[config.mk]
export PLATFORM = sky130hd
export DESIGN_NAME = backlight_pwm
export DESIGN_NICKNAME = d
export VERILOG_FILES = /design/src/rtl/bl_pwm_pkg.sv /design/src/rtl/bl_pwm_regs.sv /design/src/rtl/bl_pwm_core.sv /design/src/rtl/backlight_pwm.sv
export SDC_FILE = /design/constraint.sdc
export NUM_CORES = 1
export LEC_CHECK = 0
export BUFFER_PORTS_ARGS = -buffer_cell sky130_fd_sc_hd__buf_4
export CAP_MARGIN = 20
export CORE_MARGIN = 2
export CORE_UTILIZATION = 52
export CTS_CLUSTER_DIAMETER = 200
export CTS_CLUSTER_SIZE = 30
export DETAILED_ROUTE_END_ITERATION = 8
export GPL_TIMING_DRIVEN = 0
export PLACE_DENSITY = 0.76
export SLEW_MARGIN = 20
export SYNTH_ARGS = -nofsm -noshare
export SYNTH_HDL_FRONTEND = slang
export SYNTH_HIERARCHICAL = 1
export SYNTH_SLANG_ARGS = --single-unit
[constraint.sdc]
create_clock -name clk -period 2.65 [get_ports clk]
set_clock_uncertainty 0.1 [all_clocks]
set_input_delay 0.265 -clock clk [delete_from_list [all_inputs] [get_ports clk]]
set_output_delay 0.265 -clock clk [all_outputs]
set_load 0.05 [all_outputs]
[src/rtl/bl_pwm_pkg.sv]
package bl_pwm_pkg;
  localparam int ADDR_W_DEF = 8;
  localparam int DATA_W_DEF = 32;
  localparam int DIV_W_DEF  = 10;
  localparam int PER_W_DEF  = 12;
  localparam int HIGH_W_DEF = 13;

  // field positions decoded by software
  localparam int DIV_LSB  = 16;
  localparam int PER_LSB  = 0;
  localparam int HIGH_LSB = 16;

  // register byte offsets
  localparam logic [7:0] OFS_ENABLE = 8'h00;
  localparam logic [7:0] OFS_COMMIT = 8'h08;
  localparam logic [7:0] OFS_CTL0   = 8'h10;
  localparam logic [7:0] OFS_CTL1   = 8'h14;
  localparam logic [7:0] OFS_DEBUG  = 8'h80;

  localparam logic [1:0] DBG_DIRECT = 2'b11;
endpackage

[src/rtl/bl_pwm_regs.sv]
module bl_pwm_regs
  import bl_pwm_pkg::*;
#(
  parameter int ADDR_W = ADDR_W_DEF,
  parameter int DATA_W = DATA_W_DEF,
  parameter int DIV_W  = DIV_W_DEF,
  parameter int PER_W  = PER_W_DEF,
  parameter int HIGH_W = HIGH_W_DEF
) (
  input  logic              clk,
  input  logic              rst_n,
  input  logic [ADDR_W-1:0] addr,
  input  logic              we,
  input  logic [DATA_W-1:0] wdata,
  input  logic              boundary,
  output logic [DATA_W-1:0] rdata,
  output logic              enable,
  output logic              bypass,
  output logic              pending,
  output logic              apply,
  output logic [DIV_W-1:0]  div_w,
  output logic [PER_W-1:0]  per_w,
  output logic [HIGH_W-1:0] high_w
);
  logic              en_q, en_d, cmt_q, cmt_d, pend_q, pend_d;
  logic [1:0]        dbg_q, dbg_d;
  logic [DIV_W-1:0]  sdiv_q, sdiv_d, wdiv_q, wdiv_d;
  logic [PER_W-1:0]  sper_q, sper_d, wper_q, wper_d;
  logic [HIGH_W-1:0] shigh_q, shigh_d, whigh_q, whigh_d;
  logic [DATA_W-1:0] rd_q, rd_d;
  logic hit_en, hit_cmt, hit_c0, hit_c1, hit_dbg, commit_fall;
  logic unused_wdata;

  assign unused_wdata = ^wdata;
  assign hit_en  = we && (addr == ADDR_W'(OFS_ENABLE));
  assign hit_cmt = we && (addr == ADDR_W'(OFS_COMMIT));
  assign hit_c0  = we && (addr == ADDR_W'(OFS_CTL0));
  assign hit_c1  = we && (addr == ADDR_W'(OFS_CTL1));
  assign hit_dbg = we && (addr == ADDR_W'(OFS_DEBUG));

  assign commit_fall = hit_cmt && cmt_q && !wdata[0];
  assign bypass      = (dbg_q == DBG_DIRECT);
  assign apply       = bypass || (pend_q && (boundary || !en_q));

  always_comb begin
    en_d    = hit_en  ? wdata[0]   : en_q;
    cmt_d   = hit_cmt ? wdata[0]   : cmt_q;
    dbg_d   = hit_dbg ? wdata[1:0] : dbg_q;
    sdiv_d  = hit_c0  ? wdata[DIV_LSB +: DIV_W]   : sdiv_q;
    sper_d  = hit_c1  ? wdata[PER_LSB +: PER_W]   : sper_q;
    shigh_d = hit_c1  ? wdata[HIGH_LSB +: HIGH_W] : shigh_q;
    pend_d  = commit_fall || (pend_q && !apply);
    wdiv_d  = apply ? sdiv_q  : wdiv_q;
    wper_d  = apply ? sper_q  : wper_q;
    whigh_d = apply ? shigh_q : whigh_q;
  end

  always_comb begin
    rd_d = '0;
    if (addr == ADDR_W'(OFS_ENABLE)) rd_d[0] = en_q;
    if (addr == ADDR_W'(OFS_COMMIT)) rd_d[0] = cmt_q;
    if (addr == ADDR_W'(OFS_DEBUG))  rd_d[1:0] = dbg_q;
    if (addr == ADDR_W'(OFS_CTL0))   rd_d[DIV_LSB +: DIV_W] = sdiv_q;
    if (addr == ADDR_W'(OFS_CTL1)) begin
      rd_d[PER_LSB +: PER_W]   = sper_q;
      rd_d[HIGH_LSB +: HIGH_W] = shigh_q;
    end
  end

  always_ff @(posedge clk or negedge rst_n) begin
    if (!rst_n) begin
      en_q <= 1'b0; cmt_q <= 1'b0; pend_q <= 1'b0; dbg_q <= '0;
      sdiv_q <= '0; sper_q <= '0; shigh_q <= '0;
      wdiv_q <= '0; wper_q <= '0; whigh_q <= '0;
      rd_q <= '0;
    end else begin
      en_q <= en_d; cmt_q <= cmt_d; pend_q <= pend_d; dbg_q <= dbg_d;
      sdiv_q <= sdiv_d; sper_q <= sper_d; shigh_q <= shigh_d;
      wdiv_q <= wdiv_d; wper_q <= wper_d; whigh_q <= whigh_d;
      rd_q <= rd_d;
    end
  end

  assign rdata   = rd_q;
  assign enable  = en_q;
  assign pending = pend_q;
  assign div_w   = wdiv_q;
  assign per_w   = wper_q;
  assign high_w  = whigh_q;
endmodule

[src/rtl/bl_pwm_core.sv]
module bl_pwm_core #(
  parameter int DIV_W  = 10,
  parameter int PER_W  = 12,
  parameter int HIGH_W = 13
) (
  input  logic              clk,
  input  logic              rst_n,
  input  logic              enable,
  input  logic [DIV_W-1:0]  div_w,
  input  logic [PER_W-1:0]  per_w,
  input  logic [HIGH_W-1:0] high_w,
  output logic              boundary,
  output logic [DIV_W-1:0]  tick_cnt,
  output logic [PER_W-1:0]  per_cnt,
  output logic              pwm_out
);
  localparam int CMP_W = ((HIGH_W > PER_W) ? HIGH_W : PER_W) + 1;

  logic [DIV_W-1:0] tick_q, tick_d;
  logic [PER_W-1:0] per_q, per_d;
  logic tick_wrap, per_wrap;

  assign tick_wrap = (tick_q >= div_w);
  assign per_wrap  = (per_q >= per_w);
  assign boundary  = enable && tick_wrap && per_wrap;

  always_comb begin
    tick_d = tick_q;
    per_d  = per_q;
    if (!enable) begin
      tick_d = '0;
      per_d  = '0;
    end else if (tick_wrap) begin
      tick_d = '0;
      per_d  = per_wrap ? '0 : per_q + 1'b1;
    end else begin
      tick_d = tick_q + 1'b1;
    end
  end

  always_ff @(posedge clk or negedge rst_n) begin
    if (!rst_n) begin
      tick_q <= '0;
      per_q  <= '0;
    end else begin
      tick_q <= tick_d;
      per_q  <= per_d;
    end
  end

  assign pwm_out  = enable && (CMP_W'(per_q) < CMP_W'(high_w));
  assign tick_cnt = tick_q;
  assign per_cnt  = per_q;
endmodule

[src/rtl/backlight_pwm.sv]
module backlight_pwm
  import bl_pwm_pkg::*;
#(
  parameter int DIV_W  = DIV_W_DEF,
  parameter int PER_W  = PER_W_DEF,
  parameter int HIGH_W = HIGH_W_DEF
) (
  input  logic        clk,
  input  logic        rst_n,
  input  logic [7:0]  bus_addr,
  input  logic        bus_we,
  input  logic [31:0] bus_wdata,
  output logic [31:0] bus_rdata,
  output logic        pwm_out
);
  logic              enable, bypass, pending, apply, boundary;
  logic [DIV_W-1:0]  div_w, tick_cnt;
  logic [PER_W-1:0]  per_w, per_cnt;
  logic [HIGH_W-1:0] high_w;

  bl_pwm_regs #(
    .ADDR_W(8), .DATA_W(32), .DIV_W(DIV_W), .PER_W(PER_W), .HIGH_W(HIGH_W)
  ) u_regs (
    .clk(clk), .rst_n(rst_n), .addr(bus_addr), .we(bus_we), .wdata(bus_wdata),
    .boundary(boundary), .rdata(bus_rdata), .enable(enable), .bypass(bypass),
    .pending(pending), .apply(apply), .div_w(div_w), .per_w(per_w), .high_w(high_w)
  );

  bl_pwm_core #(
    .DIV_W(DIV_W), .PER_W(PER_W), .HIGH_W(HIGH_W)
  ) u_core (
    .clk(clk), .rst_n(rst_n), .enable(enable), .div_w(div_w), .per_w(per_w),
    .high_w(high_w), .boundary(boundary), .tick_cnt(tick_cnt), .per_cnt(per_cnt),
    .pwm_out(pwm_out)
  );
endmodule

==> summary.txt, run 1 <==
Status
  – Status: finished with violations
  – Failing checks: setup timing

Routing
  – DR pass1 iterations: 5
  – Post-route ant nets: 0
  – Via density per instance: 5.47
  – Starting DRC count in detailed routing: 243
  – Total number of vias: 4,199
  – DR DRC count: 0
  – Drt wl/cell: 18.0 um
  – Routed WL: 13,800 um

STA
  – Final Max Tran Viols: 0
  – Fin worst setup slack: -44.3 ps
  – Min Clock Period, post-route: 2690 ps
  – Slew Limit Headroom: 0.642
  – Worst Tran Pin Value: 537 ps
  – Final setup viols: 31
  – Final hold slack: 25.4 ps
  – Tcrit/Tclk final: 1.02
  – RSZ-0062 raised after global routing: true
  – Fin. Hold Viols: 0
  – Final setup TNS: -589 ps
  – Max Fclk: about 370 MHz

Worst setup path
  – Worst EP arrival: 2890 ps
  – R2R Path End: u_regs/high_w[3]$_DFFE_PN0P_
  – Worst Setup EP: u_regs/high_w[3]$_DFFE_PN0P_
  – Slowest-stage cell, CP: dfrtp_2
  – Top delay family on crit path: compound AO/OA/AOI/OAI gates
  – Setup crit start kind: flop
  – Setup CP Type: flop to flop
  – Worst-path cell chain: ha_4 > a211oi_2 > o21bai_2 > a21o_1 > nand2b_4 > and3_4 > nand2b_4 > a21oi_4 > buf_12 > buf_4 > mux2_2
  – Worst Setup SP: u_core/tick_cnt[7]$_DFF_PN0_
  – Critical Path RT: 2850 ps
  – Crit path buf inv count: 2
  – Crit end category: flop
  – Crit-path max cell delay: 440 ps
  – CP Depth: 11
  – Most frequent CP cell: nand2b_4
  – R2R cell count: 11
  – CP max FO: 8
  – Reg2reg start: u_core/tick_cnt[7]$_DFF_PN0_
  – R2R Setup Slk: -40 ps

Finish
  – Synthesis-to-finish area growth: 34.7%
  – Final instance area: around 8000 sq um
  – Non-Filler Instances: around 770
  – Final Core Density: 0.724
  – Nets: about 690
  – Layout cells sized above 1: 0.413
  – N_diodes: 0

Power
  – Total power: 4.63 mW
  – Power per standard cell area: 585 nW/um^2
  – Max VDD drop: 0.420 mV
  – Leakage power: 4.03 nW

Clock network
  – CTS buffer count: 17
  – CTS tree: built
  – Root Buffer: clkbuf_16
  – Skew-Pair Late Insertion Delay: 410 ps
  – Max Buffers Root-to-Sink: 2
  – Htree depth: 4
  – Total clock sinks: 122
  – Clk slew on worst S/H paths: 60 ps

Run
  – Max Cap Viol: 0

Floorplan
  – Die Height: approximately 110 um
  – Core footprint: 10,900 sq um
  – I/O pin total: 76
  – Die X: around 110 um
  – Initial core utilization: 0.538
  – Row count: 38
  – Die area: 12,200 sq um

Min path
  – Hold WC Path Type: input pin to flop

Global route
  – Tot GR Track Use: 0.233
  – Largest net degree at the start of global routing: 68
  – Initial antenna violation count: 0
  – First-pass GRT wire length: 21,100 um
  – Gr ovfl total: 0
  – Number of global-route vias before repair: 4,227

Place
  – Area post-placement: 6600 sq um
  – Dpl cells: 679
  – # port buffers: 61
  – Post-DP HPWL: 8440 um
  – Gpl congestion: between 0.8 and 0.9
  – Post-placement setup slack: -427 ps

Logic synthesis
  – Synth Area per Inst: 12.5 sq um
  – Mapped Cells: roughly 470
  – Synthesized cell area: 5880 sq um
  – Ys Warns: 6
[final cells by class]
cell class,instances,area [sq um]
plain buffers,18,178
clock buffers,21,470
clock inverters,11,168
fillers,691,3020
inverters,40,150
multi-input cells,297,2700
flip-flops and latches,122,3070
well taps,140,175
repair buffers,118,1010
[worst min-delay path by stage]
| stage | end | cells after the start | slack, ps | startpoint |
|---|---|---|---|---|
| 2_1_floorplan | u_core/per_cnt[0]$_DFFE_PN0P_ | 0 | -130 | rst_n |
| 4_1_cts | u_regs/dbg_q[0]$_DFFE_PN0P_ | 2 | 10 | bus_wdata[0] |
| 5_1_grt | u_regs/cmt_q$_DFFE_PN0P_ | 2 | 20 | bus_wdata[0] |
| 3_3_place_gp | u_regs/rdata[28]$_DFF_PN0_ | 1 | 390 | u_regs/shigh_q[12]$_DFFE_PN0P_ |
| 6_report | u_regs/dbg_q[0]$_DFFE_PN0P_ | 2 | 30 | bus_wdata[0] |
| 3_5_place_dp | u_regs/rdata[0]$_DFF_PN0_ | 1 | 160 | rst_n |
[worst register-to-register path: stages (launching register included)]
cell and delay (ps):
dfrtp_2 440, ha_4 250, a211oi_2 210, o21bai_2 120, a21o_1 180, nand2b_4 150
and3_4 170, nand2b_4 150, a21oi_4 170, buf_12 160, buf_4 150, mux2_2 340
[state kept, by name (all words and copies together), names as in the netlist]
name,cells
u_core/per_cnt,12
u_core/tick_cnt,10
u_regs/cmt_q,1
u_regs/dbg_q,2
u_regs/div_w,10
u_regs/enable,1
u_regs/high_w,13
u_regs/pending,1
u_regs/per_w,12
u_regs/rdata,25
u_regs/sdiv_q,10
u_regs/shigh_q,13
u_regs/sper_q,12
[cell usage in the layout, fill, tap and decap left out, types with 3 or more instances in the layout]
cell type	count
a21oi_2	3
nand2_2	4
a22o_2	4
clkbuf_16	17
bufinv_16	4
nand3_1	9
nand4_1	3
mux2_2	46
xnor2_1	3
clkinv_2	3
a21oi_1	9
inv_1	38
dlygate4sd3_1	25
conb_1	7
nor3_1	5
a21o_1	5
ha_1	30
buf_6	8
a22o_1	14
and2_1	15
nor2_1	22
mux2_4	28
dfrtp_2	10
o21ai_0	11
dfrtp_1	112
and3_1	9
o21ai_1	4
xor2_1	6
buf_12	3
ha_4	5
buf_4	94
nand2_1	16
nand2b_1	3
clkbuf_8	3
nor2b_1	4
[report_power, final]
group          switching [mW]  total [mW]  internal (mW)
Sequential             0.0287        1.93           1.90
Clock                   0.821        2.47           1.64
Combinational           0.114       0.239          0.125
Total                   0.964        4.63           3.67
[timing repair]
action | CTS | global route
setup buffers | 13 | 15
resized for setup | 21 | 26
pin swaps | 8 | 5
endpoints found under the hold margin | 90 | 0
endpoints found under the setup margin | 36 | 37
gates cloned | 3 | 0
hold buffers | 25 | 0
[routing by layer]
layer,track usage,routed length (um),share of wire
met1,0.301,5730,0.42
met2,0.384,7080,0.51
met3,0.0482,613,0.044
met4,0.0973,362,0.026
met5,0,0,0
Power figures use the tool's default switching activity.
==> run 2: changes to the inputs <==
Settings changed: CORE_ASPECT_RATIO set to 1.75, CORE_MARGIN 2 to not set, SKIP_CTS_REPAIR_TIMING set to 1.
==> run 2 against run 1 <==
  * The run still ends with setup timing left
  * First-iteration DRC count rose by 11%
  * Hold slack got worse by 17 ps
  * Flip-flop and latch count did not move
  * Register-to-register slack got worse by 110 ps
  * Utilization barely moved
  * Sequential power barely moved
  * Routed wire length rose by 3.3%
  * Fmax fell by 4.0%
  * Count of clock-buffer cells in the layout fell by 3
  * Global-route usage rose by 0.36 points
  * Critical path depth rose by 1
  * Combinational power barely moved
  * Critical path type unchanged
  * Critical endpoint is now u_regs/div_w[7]$_DFFE_PN0P_
==> summary.txt, run 2 (synthesized netlist as in run 1, its figures left out) <==
Worst setup path
  – Critical Path RT: 2840 ps (about the same)
  – R2R Setup Slk: -160 ps (-110 ps)
  – Crit end category: flop
  – CP max FO: 5 (-3)
  – Setup CP Type: flop to flop
  – Worst EP arrival: 3000 ps (+110 ps)
  – R2R cell count: 12 (+1)
  – R2R Path End: u_regs/div_w[7]$_DFFE_PN0P_
  – Reg2reg start: u_core/per_cnt[0]$_DFFE_PN0P_
  – Setup crit start kind: flop

Finish
  – Multi-input gate area: 2790 sq um (+3.3%)
  – Non-Filler Instances: 757 (-1.3%)
  – Most frequent cells in the layout: dfrtp_1, buf_4, mux2_4
  – Layout cells sized above 1: 0.414 (+0.00132)
  – Storage element area: 3060 sq um (about the same)
  – Synthesis-to-finish area growth: 35.9%
  – Fill cells: 695 (+0.58%)
  – Max reg flops: 25 (unchanged)
  – Commonest non-fill, non-tap cell in the layout: dfrtp_1
  – Nets: 690 (-0.29%)
  – N_diodes: 0 (unchanged)

Floorplan
  – Core footprint: 11,000 sq um (+0.95%)
  – I/O pin total: 76 (unchanged)
  – Initial core utilization: 0.533 (-0.00506)
  – Die X: 82.4 um (-25%)
  – Die Height: 143 um (+29%)
  – Die area: 11,800 sq um (-3.5%)
  – Row count: 51 (+34%)

Place
  – Post-DP HPWL: 8830 um (+4.6%)
  – Gpl congestion: 0.854 (-0.55%)
  – # port buffers: 61 (unchanged)
  – Post-placement setup slack: -339 ps (+87.4 ps)
  – Dpl cells: 671 (-1.2%)

Global route
  – First-pass GRT wire length: 20,400 um (-3.4%)
  – Largest net degree at the start of global routing: 76 (+12%)
  – Tot GR Track Use: 0.237 (+0.00359)
  – Initial antenna violation count: 0 (unchanged)
  – Number of global-route vias before repair: 4,307 (+1.9%)
  – Gr ovfl total: 0 (unchanged)

STA
  – Min Clock Period, post-route: 2810 ps (+111 ps)
  – Fin. Hold Viols: 0 (unchanged)
  – RSZ-0062 raised after global routing: true
  – Max Fclk: 356 MHz (-4.0%)
  – Fin worst setup slack: -155 ps (-111 ps)
  – Tcrit/Tclk final: 1.06 (+0.0419)
  – Final Max Tran Viols: 0 (unchanged)
  – Final setup viols: 37 (+19%)
  – Final hold slack: 8.20 ps (-17.2 ps)
  – Slew Limit Headroom: 0.645 (+0.00257)
  – Worst Tran Pin Value: 533 ps (-3.86 ps)

Min path
  – Hold path startpoint: bus_wdata[25]
  – Hold Path Depth: 2 (unchanged)
  – Hold WC Path Type: input pin to flop
  – Hold Path End: u_regs/sdiv_q[9]$_DFFE_PN0P_

Clock network
  – Htree depth: 4 (unchanged)
  – Total clock sinks: 122 (unchanged)
  – Clk slew on worst S/H paths: 60 ps (about the same)
  – Root Buffer: clkbuf_16
  – CTS buffer count: 17 (unchanged)
  – CTS tree: built
  – Skew-Pair Late Insertion Delay: 410 ps (about the same)
  – Max Buffers Root-to-Sink: 2 (unchanged)

Status
  – Status: finished with violations
  – Failing checks: setup timing

Routing
  – Via density per instance: 5.59 (+2.2%)
  – DR DRC count: 0 (unchanged)
  – DR pass1 iterations: 4 (-1)
  – Drt wl/cell: 18.8 um (+4.7%)
  – Post-route ant nets: 0 (unchanged)
  – Routed WL: 14,200 um (+3.3%)
  – Starting DRC count in detailed routing: 269 (+11%)
  – Total number of vias: 4,235 (+0.86%)

Power
  – Max VDD drop: 0.599 mV (+43%)
  – Leakage power: 4.11 nW (+1.8%)
  – Power per standard cell area: 589 nW/um^2 (+0.77%)

Run
  – Max Cap Viol: 0 (unchanged)
## run 2: cell count changes in the layout (fill, tap and decap cells not counted), sizes merged
cell / delta
dlygate4sd3: -3
bufinv: +1
clkinv: -1
inv: +2
clkbuf: -2
clkinvlp: +1
## run 2: layer usage
| metal | wire length (um) | part of all wire | vias up | GRT usage |
|---|---|---|---|---|
| met4 | 291 | 0.020 | 0 | 0.108 |
| met2 | 7980 | 0.56 | 134 | 0.417 |
| li1 | - | - | 1932 | - |
| met5 | 0 | 0 | - | 0 |
| met1 | 5440 | 0.38 | 2144 | 0.261 |
| met3 | 535 | 0.038 | 25 | 0.0556 |
## run 2: area by class of cell
type / count / share of cell area
Clock buffer: 18 / 0.0550
Multi-Input combinational cell: 297 / 0.349
Timing Repair Buffer: 116 / 0.122
Tap cell: 132 / 0.0207
Inverter: 40 / 0.0188
Buffer: 18 / 0.0233
Sequential cell: 122 / 0.383
Clock inverter: 14 / 0.0273
## run 2: how the worst max path moves through the flow
stage	from	to
2_1_floorplan	u_core/tick_cnt[7]$_DFF_PN0_	u_regs/div_w[1]$_DFFE_PN0P_
6_report	u_core/per_cnt[0]$_DFFE_PN0P_	u_regs/div_w[7]$_DFFE_PN0P_
3_3_place_gp	u_core/tick_cnt[7]$_DFF_PN0_	u_regs/div_w[2]$_DFFE_PN0P_
4_1_cts	u_core/tick_cnt[7]$_DFF_PN0_	u_regs/div_w[3]$_DFFE_PN0P_
5_1_grt	u_core/per_cnt[0]$_DFFE_PN0P_	u_regs/div_w[0]$_DFFE_PN0P_
3_5_place_dp	u_core/tick_cnt[7]$_DFF_PN0_	u_regs/div_w[6]$_DFFE_PN0P_
## run 2: per-stage QoR
step / setup TNS, ps / utilization / power (mW) / cell area, sq um
after floorplan: 0 / - / 2.04 / 5940
after global placement: -9990 / 0.594 / 2.14 / 6560
after detailed placement: -10150 / 0.597 / 2.15 / 6590
after CTS: -11510 / 0.657 / 4.69 / 7250
after global routing: -6100 / 0.724 / 4.85 / 7990
final: -3510 / 0.724 / 4.71 / 7990
## run 2: critical path: stages (launching register included)
cell       delay [ps]
dfrtp_1           400
inv_2              80
ha_1              300
nor2_2            130
a21oi_2           100
o31ai_4           300
nand2_1            80
and3_4            180
nand2b_4          140
a21oi_4           270
buf_6             170
clkbuf_16         150
mux2_4            300
## run 2: power breakdown
group          switching [mW]  internal (mW)  leakage [nW]  total [mW]
clock network           0.844           1.70         0.313        2.54
registers              0.0293           1.90          1.68        1.93
logic                   0.116          0.124          2.11       0.240
==> run 3: changes to the inputs <==
Settings changed: CAP_MARGIN 20 to not set.
Clock period 2.65 ns to 2.55 ns, I/O delays scaled along.
==> run 3 against run 2 <==
  * The run still ends with setup timing left
  * First-iteration DRC count decreased by 6.3%
  * Sequential power rose by 4%
  * Register-to-register slack got worse by 40 ps
  * Global-route usage fell by 0.11 points
  * Critical endpoint is now u_regs/div_w[8]$_DFFE_PN0P_
  * Largest cell class unchanged
==> summary.txt, run 3 (synthesized netlist as in run 1, its figures left out) <==
Finish
  – Nets: 678 (-1.7%)
  – Synthesis-to-finish area growth: 31.6%
  – Final Core Density: 0.701 (-0.0224)
  – Layout cells sized above 1: 0.387 (-0.0271)
  – Non-Filler Instances: 744 (-1.7%)
  – N_diodes: 0 (unchanged)
  – Most frequent cells in the layout: dfrtp_1, buf_4, inv_1
  – Max reg flops: 25 (unchanged)
  – Storage element area: 3060 sq um (about the same)
  – Multi-input gate area: 2710 sq um (-2.9%)
  – Fill cells: 729 (+4.9%)
  – Commonest non-fill, non-tap cell in the layout: dfrtp_1

Power
  – Leakage power: 3.96 nW (-3.5%)
  – Internal: 3.58 mW (-3.8%)
  – Power per standard cell area: 590 nW/um^2 (+0.20%)
  – Max VDD drop: 0.573 mV (-4.3%)
  – Switching power: 0.993 mW (+0.37%)
  – Seq pwr share: 0.438 (+0.029)
  – Clock share of power: 0.509 (-0.031)
  – Net Sw Frac: 0.217 (+0.00709)
  – Comb pwr share: 0.053 (+0.002)

Clock network
  – Total clock sinks: 122 (unchanged)
  – Root Buffer: clkbuf_16
  – Clk slew on worst S/H paths: 60 ps (about the same)
  – Htree depth: 4 (unchanged)
  – Skew-Pair Late Insertion Delay: 410 ps (about the same)
  – Max Buffers Root-to-Sink: 2 (unchanged)
  – CTS tree: built
  – CTS buffer count: 17 (unchanged)

Place
  – Dpl cells: 671 (unchanged)
  – Post-DP HPWL: 8990 um (+1.8%)
  – # port buffers: 61 (unchanged)
  – Gpl congestion: 0.842 (-1.4%)

Floorplan
  – I/O pin total: 76 (unchanged)
  – Core footprint: 11,000 sq um (unchanged)
  – Initial core utilization: 0.533 (unchanged)
  – Die X: 82.4 um (unchanged)
  – Row count: 51 (unchanged)
  – Die Height: 143 um (unchanged)
  – Die area: 11,800 sq um (unchanged)

Global route
  – Initial antenna violation count: 0 (unchanged)
  – First-pass GRT wire length: 20,100 um (-1.5%)
  – Number of global-route vias before repair: 4,126 (-4.2%)
  – Tot GR Track Use: 0.235 (-0.00114)
  – Gr ovfl total: 0 (unchanged)
  – Largest net degree at the start of global routing: 84 (+11%)

Worst setup path
  – Setup crit start kind: flop
  – Crit end category: flop
  – Setup CP Type: flop to flop
  – Critical Path RT: 2740 ps (-100 ps)
  – CP max FO: 10 (+5)
  – Worst EP arrival: 2940 ps (-60 ps)

Routing
  – Starting DRC count in detailed routing: 252 (-6.3%)
  – Via density per instance: 5.55 (-0.75%)
  – Routed WL: 13,300 um (-6.9%)
  – Post-route ant nets: 0 (unchanged)
  – DR DRC count: 0 (unchanged)
  – Drt wl/cell: 17.8 um (-5.3%)
  – Total number of vias: 4,131 (-2.5%)
  – DR pass1 iterations: 4 (unchanged)

STA
  – Fin worst setup slack: -198 ps (-42.7 ps)
  – Max Fclk: 364 MHz (+2.1%)
  – Worst Tran Pin Value: 557 ps (+24.2 ps)
  – Final Max Tran Viols: 0 (unchanged)
  – Final setup viols: 36 (-2.7%)
  – Fin. Hold Viols: 0 (unchanged)
  – Slew Limit Headroom: 0.619 (-0.0258)
  – Final setup TNS: -5530 ps (-2020 ps)
  – RSZ-0062 raised after global routing: true
  – Tcrit/Tclk final: 1.08 (+0.0190)
  – Min Clock Period, post-route: 2750 ps (-57.3 ps)

Status
  – Status: finished with violations
  – Failing checks: setup timing

Run
  – Max Cap Viol: 0 (unchanged)

Min path
  – Hold WC Path Type: input pin to flop
run 3: changes by cell type in the layout (fill, tap and decap cells not counted), sizes merged:
cell | before | now
clkinvlp | 3 | 4
buf | 110 | 98
clkbuf | 20 | 21
clkinv | 4 | 5
inv | 42 | 40
bufinv | 5 | 2
dlygate4sd3 | 22 | 23
run 3: path summary, 6_finish.rpt:
path | startpoint | endpoint | slack, ps | cells after the start
min in group asynchronous | rst_n | u_regs/sper_q[6]$_DFFE_PN0P_ | 230 | 2
worst max-delay path | u_regs/div_w[7]$_DFFE_PN0P_ | u_regs/div_w[8]$_DFFE_PN0P_ | -200 | 12
max in group asynchronous | rst_n | u_regs/div_w[4]$_DFFE_PN0P_ | 1400 | 3
worst min register to register | u_core/tick_cnt[0]$_DFF_PN0_ | u_core/tick_cnt[0]$_DFF_PN0_ | 390 | 1
worst max register to register | u_regs/div_w[7]$_DFFE_PN0P_ | u_regs/div_w[8]$_DFFE_PN0P_ | -200 | 12
worst min-delay path | bus_wdata[16] | u_regs/shigh_q[0]$_DFFE_PN0P_ | 10 | 2
run 3: metal layers:
| metal | vias to the layer above | part of all wire | global-route usage |
|---|---|---|---|
| met5 | - | 0 | 0 |
| li1 | 1889 | - | - |
| met2 | 136 | 0.53 | 0.404 |
| met3 | 29 | 0.044 | 0.0588 |
| met1 | 2077 | 0.38 | 0.258 |
| met4 | 0 | 0.038 | 0.129 |
run 3: critical path: stages, from the launching register on:
cell,delay [ps]
dfrtp_1,400
inv_2,90
ha_4,210
a211oi_2,210
o21bai_1,120
a21o_1,180
nand2b_4,170
and3_4,170
nand2b_4,140
a21oi_4,180
buf_12,160
buf_12,140
mux2_2,340
run 3: final cells by class:
class	count	area share
buffer	18	0.0259
clock buffer	20	0.0590
clock inverter	11	0.0158
inverter	40	0.0194
multi-input combinational	297	0.350
sequential	122	0.395
tap	132	0.0213
timing repair buffer	104	0.113
run 3: power by group through the flow:
stage / clock (mW) / sequential (mW) / combinational, mW
2_1_floorplan: 0 / 2.02 / 0.0991
3_3_place_gp: 0 / 2.03 / 0.195
3_5_place_dp: 0 / 2.03 / 0.208
4_1_cts: 2.36 / 2.00 / 0.209
5_1_grt: 2.45 / 2.00 / 0.265
6_report: 2.33 / 2.00 / 0.244
run 3: through the flow:
stage	power, mW	hold WS, ps	worst slack [ps]	area (sq um)
after floorplan	2.12	-141	-11.5	5960
after CTS	4.57	-349	-458	7200
after detailed placement	2.24	89.6	-446	6620
final	4.57	10.8	-198	7740
after global placement	2.23	388	-405	6590
after global routing	4.72	1.80	-264	7740
